### config.mk
export PLATFORM = sky130hd
export DESIGN_NAME = blocked_err_capture
export DESIGN_NICKNAME = d
export VERILOG_FILES = /design/src/rtl/bec_pkg.sv /design/src/rtl/bec_ctrl.sv /design/src/rtl/bec_datapath.sv /design/src/rtl/blocked_err_capture.sv
export SDC_FILE = /design/constraint.sdc
export NUM_CORES = 1
export LEC_CHECK = 0
export ABC_AREA = 1
export ABC_CLOCK_PERIOD_IN_PS = 1900
export CELL_PAD_IN_SITES_DETAIL_PLACEMENT = 1
export CELL_PAD_IN_SITES_GLOBAL_PLACEMENT = 1
export CORE_MARGIN = 1.5
export CORE_UTILIZATION = 26
export DETAILED_ROUTE_END_ITERATION = 12
export HOLD_SLACK_MARGIN = 0.05
export PLACE_DENSITY_LB_ADDON = 0.08
export SLEW_MARGIN = 5
export SYNTH_ARGS = -nofsm -noshare
export SYNTH_HDL_FRONTEND = slang
export SYNTH_SLANG_ARGS = --single-unit
### constraint.sdc
create_clock -name clk -period 1.9 [get_ports clk]
set_input_delay 0.57 -clock clk [delete_from_list [all_inputs] [get_ports clk]]
set_output_delay 0.57 -clock clk [all_outputs]
set_load 0.02 [all_outputs]
### src/rtl/bec_pkg.sv
package bec_pkg;
  // Cause word layout; software decodes these positions.
  localparam int unsigned CAUSE_W   = 32;
  localparam int unsigned RD_BIT    = 8;
  localparam int unsigned WR_BIT    = 9;
  localparam int unsigned BE_BIT    = 30;
  localparam int unsigned IP_BIT    = 31;
  localparam int unsigned MAX_WID_W = 8;

  // Strobes from control into the datapath.
  typedef struct packed {
    logic capture;
    logic setBe;
    logic setIp;
    logic clrBe;
    logic clrIp;
    logic rspFire;
    logic rspErr;
  } capStrobe_t;
endpackage

### src/rtl/bec_ctrl.sv
module bec_ctrl
  import bec_pkg::*;
(
  input  logic       denyValid,
  input  logic       wantBusErr,
  input  logic       wantIrq,
  input  logic       lockedQ,
  input  logic       regWe,
  input  logic       regSel,
  input  logic [1:0] regWflags,
  output capStrobe_t strobe
);
  logic reportable;
  logic causeWrite;

  always_comb begin
    reportable     = wantBusErr | wantIrq;
    causeWrite     = regWe & ~regSel;
    // Any software write in the same cycle suppresses recording.
    strobe.capture = denyValid & ~lockedQ & ~regWe & reportable;
    strobe.setBe   = strobe.capture & wantBusErr;
    strobe.setIp   = strobe.capture & wantIrq;
    strobe.clrBe   = causeWrite & ~regWflags[0];
    strobe.clrIp   = causeWrite & ~regWflags[1];
    strobe.rspFire = denyValid;
    strobe.rspErr  = denyValid & wantBusErr;
  end
endmodule

### src/rtl/bec_datapath.sv
module bec_datapath
  import bec_pkg::*;
#(
  parameter int unsigned ADDR_W = 32,
  parameter int unsigned WID_W  = 4,
  parameter int unsigned DATA_W = 32
) (
  input  logic                clk,
  input  logic                rstN,
  input  capStrobe_t          strobe,
  input  logic [ADDR_W-1:2]   denyAddr,
  input  logic [WID_W-1:0]    denyWid,
  input  logic                denyWrite,
  input  logic                regSel,
  output logic                lockedQ,
  output logic                beQ,
  output logic                ipQ,
  output logic [CAUSE_W-1:0]  causeWord,
  output logic [31:0]         addrWord,
  output logic                rspValid,
  output logic                rspErr,
  output logic [DATA_W-1:0]   rspRdata,
  output logic [31:0]         regRdata
);
  localparam int unsigned EA_W = ADDR_W - 2;

  logic [WID_W-1:0] widQ;
  logic             rdQ;
  logic             wrQ;
  logic [EA_W-1:0]  eaQ;

  always_ff @(posedge clk) begin
    if (!rstN) begin
      widQ     <= '0;
      rdQ      <= 1'b0;
      wrQ      <= 1'b0;
      eaQ      <= '0;
      beQ      <= 1'b0;
      ipQ      <= 1'b0;
      rspValid <= 1'b0;
      rspErr   <= 1'b0;
    end else begin
      if (strobe.capture) begin
        widQ <= denyWid;
        rdQ  <= ~denyWrite;
        wrQ  <= denyWrite;
        eaQ  <= denyAddr;
      end
      if (strobe.setBe)      beQ <= 1'b1;
      else if (strobe.clrBe) beQ <= 1'b0;
      if (strobe.setIp)      ipQ <= 1'b1;
      else if (strobe.clrIp) ipQ <= 1'b0;
      rspValid <= strobe.rspFire;
      rspErr   <= strobe.rspErr;
    end
  end

  assign lockedQ  = beQ | ipQ;
  assign rspRdata = '0;

  always_comb begin
    causeWord               = '0;
    causeWord[WID_W-1:0]    = widQ;
    causeWord[RD_BIT]       = rdQ;
    causeWord[WR_BIT]       = wrQ;
    causeWord[BE_BIT]       = beQ;
    causeWord[IP_BIT]       = ipQ;
    addrWord                = '0;
    addrWord[EA_W-1:0]      = eaQ;
    regRdata                = regSel ? addrWord : causeWord;
  end
endmodule

### src/rtl/blocked_err_capture.sv
module blocked_err_capture
  import bec_pkg::*;
#(
  parameter int unsigned ADDR_W = 32,
  parameter int unsigned WID_W  = 4,
  parameter int unsigned DATA_W = 32
) (
  input  logic              clk,
  input  logic              rstN,
  input  logic              denyValid,
  input  logic [ADDR_W-1:2] denyAddr,
  input  logic [WID_W-1:0]  denyWid,
  input  logic              denyWrite,
  input  logic              wantBusErr,
  input  logic              wantIrq,
  output logic              rspValid,
  output logic              rspErr,
  output logic [DATA_W-1:0] rspRdata,
  output logic              irq,
  input  logic              regSel,
  input  logic              regWe,
  input  logic [1:0]        regWflags,
  output logic [31:0]       regRdata
);
  capStrobe_t         strobe;
  logic               lockedQ;
  logic               beFlag;
  logic               ipFlag;
  logic [CAUSE_W-1:0] causeWord;
  logic [31:0]        addrWord;

  if (WID_W > MAX_WID_W || ADDR_W > 34 || ADDR_W < 4) begin : g_badParam
    initial $error("blocked_err_capture: parameter out of range");
  end

  bec_ctrl u_ctrl (
    .denyValid (denyValid),
    .wantBusErr(wantBusErr),
    .wantIrq   (wantIrq),
    .lockedQ   (lockedQ),
    .regWe     (regWe),
    .regSel    (regSel),
    .regWflags (regWflags),
    .strobe    (strobe)
  );

  bec_datapath #(.ADDR_W(ADDR_W), .WID_W(WID_W), .DATA_W(DATA_W)) u_dp (
    .clk      (clk),
    .rstN     (rstN),
    .strobe   (strobe),
    .denyAddr (denyAddr),
    .denyWid  (denyWid),
    .denyWrite(denyWrite),
    .regSel   (regSel),
    .lockedQ  (lockedQ),
    .beQ      (beFlag),
    .ipQ      (ipFlag),
    .causeWord(causeWord),
    .addrWord (addrWord),
    .rspValid (rspValid),
    .rspErr   (rspErr),
    .rspRdata (rspRdata),
    .regRdata (regRdata)
  );

  assign irq = ipFlag;
endmodule

# Yosys cells after proc, flatten, opt, wreduce, memory -nomap -nowiden
# Cells that the tools add are included.
# Widths: inputs -> output; s select.
# classes
muxes,5
bitwise,17
n_reduce_logical,2
# op_table
operator,n
$mux 32,1
$and 1x1->1,9
$not 1->1,6
$mux 1,4
$reduce_bool 2->1,2
$or 1x1->1,2
# word_totals
ff_bits,40
in_bits,44
output_inout_bits,67
word_cells,32

# Depth between registers and ports, before layout
# logic_depth
word_depth,7
mapped_depth,7
mapped_depth_nobuf,6

# Cells and area by module
# Synthesis repeated with hierarchy kept, for this count alone.
# unflattened
cells_unflattened,324
hier_area_um2,2279.7
# modules_own_cells
mod,n_inst,cells_per_inst,area_each_um2,seq_area_each_um2
bec_datapath,1,311,2223.4,800.8
bec_ctrl,1,13,56.3,0.0

# Least setup slack after synthesis
# Ideal clock, no wire load.
# synth_path
path_type,in2out
from,input regSel
to,output regRdata[8]
t_arrival_ns,1.262
required_time_ns,1.330
slack_ns,0.068
cell_stages,3
n_path_buf,1
cell_sequence,buf_2 -> inv_1 -> o21ai_0
# synth_via
elab_chain_cells,1
# synth_lines
element,line_no,text
from (decl),blocked_err_capture.sv:20,"input logic regSel,"
$mux 32,bec_datapath.sv:70,regRdata = regSel ? addrWord : causeWord;
to (decl),blocked_err_capture.sv:23,output logic [31:0] regRdata
# No other way between the ends.

# Worst setup path in the final report
# layout_path
from,input regSel
to,output regRdata[28]
# The elaborated chain is that of the path after synthesis.

==> flow_summary.ini <==
[final_layout]
final_common_cell = nand2_1
final_core_util_pct = 38.6
design_area_um2 = 2970
fillers = 1000
drive_gt1_share_pct = 12.6
final_cell_mix = nand2_1, clkdlybuf4s50_1, inv_1, dfxtp_1
area_growth_pct = 44.2
antenna_cells = 0
finalNetCount = 423

[clocking]
clk_latency_ps = 290
cts_htree_levels = 2
cts_buffers = 5
cts_hold_buf = 0
clock_sink_count = 40
post-cts-setup-buffer-count = 0
cts_root_buf = clkbuf_8
clkTransAtPathRegs_ps = 80
cts_tree = built
cts_max_path_buffers = 2

[global_routing]
grt_usage_pct = 14.9
grt_pass1_vias = 2024
grt_start_max_net_pins = 27
met3_usage_pct = 4.23
gr-usage-met1_pct = 17.9
grt_overflow = 0
grt-busiest-layer = met2
use_met2_pct = 25.7
grt_pass1_wl_um = 9900
grt_antenna_before_repair = 0

[timing]
setup_viol = 0
rsz0062_at_grt = false
fin_crit_sh_pct = 97.3
slew_viol_final = 0
finalHoldViolCount = 0
timing.fmax_mhz = 541
clock_skew_ps = 6.75
min_period_ps = 1850

[die]
start_util_pct = 26.8
boundaryPins = 111
rows = 32
die_width_um = 92
core-area_um2 = 7690
dieArea_um2 = 8460
die_h_um = 92

[logic_synthesis]
ys_types = 14
yosysTopAreaCellShare_pct = 38.9
yosysWarnings = 0
syn_area_um2 = 2060
yosysSeqAreaShare_pct = 38.9
synth_top_cell_by_area = dfxtp_1
ys_ff_latch = 40
netlist_instances = 298
synth.top_cells.by_area = dfxtp_1, nand2_1, buf_4
syn_area_per_cell_um2 = 6.91

[detailed_routing]
routed-via-count = 2040
wire_per_inst_um = 12.8
via_per_inst = 4.23
ant_nets = 0
drt_first_pass_iters = 4
routed_wl_um = 6170
drc = 0
drt_iter0_markers = 39

[power]
peakVddDrop_mv = 0.345
powerDensity_nw_per_um2 = 689
power.static_leakage_nw = 1.45

[placement]
place_area_um2 = 2890
numPortBuffers = 78
gp_congestion = 0.752
dp_hpwl_um = 4410

[worst_setup_path]
worst-setup-path-type = primary input to output port
r2r_end = u_dp.rdQ
r2r_cells = 4
critPathLaunchType = primary input
worst-path-max-fanout = 8
cp-startpoint = regSel
crit_arrival_ps = 1280
worstSetupEndpointType = output port
required_ps = 1330
r2r-start = u_dp.beQ
crit_path_end = regRdata[28]
r2r_slack_ps = 750

[flow_run]
cap_violations = 0

[min_path]
hold_path.class = flip-flop to flip-flop
hold_start = u_dp.eaQ[14]

[run_status]
status = complete, no violations
==> cell usage after synthesis (all sizes together) <==
master and instances:
inv 40, o21ai 8, nand2 75, conb 1, buf 49, nand3 3
nand4 30, dfxtp 40, nor2 16, a21oi 32, clkbuf 4
==> cells by family after synthesis <==
group / synth area share [%]
buffers and inverters: 23.8
AO/OA/AOI/OAI: 9.72
AND/OR/NAND/NOR: 27.4
other: 0.182
flip-flops: 38.9
==> critical path: stages <==
cell	delay [ps]
buf_4	140
buf_4	180
nand2_1	60
inv_1	40
clkdlybuf4s15_1	290
==> sequential cells by signal, summed over array words and instances, names as in the netlist <==
register and cells:
u_dp.ipQ 1, u_dp.wrQ 1, u_dp.rspErr 1, u_dp.rdQ 1, u_dp.eaQ 30, u_dp.beQ 1
u_dp.rspValid 1, u_dp.widQ 4
==> report_power, final <==
group / internal (mW) / switching (mW)
Clock: 0.389 / 0.318
Sequential: 0.879 / 0.0198
Combinational: 0.186 / 0.254
==> layout make-up <==
type	instances	area [µm²]	share of cell area (%)
sequential	40	801	27.0
timing repair buffer	96	891	30.0
inverter	40	150	5.06
tap	102	128	4.30
multi-input combinational	196	888	29.9
clock inverter	3	42.5	1.43
clock buffer	5	68.8	2.32
==> metal layers <==
layer	share of wire, %	vias up
li1	-	1035
met4	0.73	0
met3	6.4	5
met1	45	942
met5	0	-
met2	48	58
==> worst min-delay path by stage <==
stage | end | cells past startpoint | slack, ps
final | u_dp.eaQ[14] | 2 | 460
after global routing | u_dp.eaQ[18] | 2 | 490
after CTS | u_dp.eaQ[16] | 2 | 470
after detailed placement | u_dp.eaQ[16] | 2 | 450
after global placement | u_dp.eaQ[18] | 2 | 450
after floorplan | u_dp.rdQ | 2 | 440
==> per-stage QoR <==
| step | setup WS [ps] | hold WS (ps) | TNS, ps | cells | total power, mW |
|---|---|---|---|---|---|
| floorplan | 67.6 | 440 | 0 | 329 | 1.20 |
| global placement | -779 | 448 | -22610 | 472 | 1.36 |
| detailed placement | -798 | 453 | -23300 | 472 | 1.36 |
| CTS | 0.823 | 466 | 0 | 482 | 2.07 |
| global route | 3.69 | 490 | 0 | 482 | 2.15 |
| finish | 52.0 | 465 | 0 | 482 | 2.05 |
==> what timing repair did <==
action                     in CTS  in global routing
resized for setup             107                  8
setup endpoints to repair      33                  5
cloned                          2                  0
(Power assumes the default switching activity.)
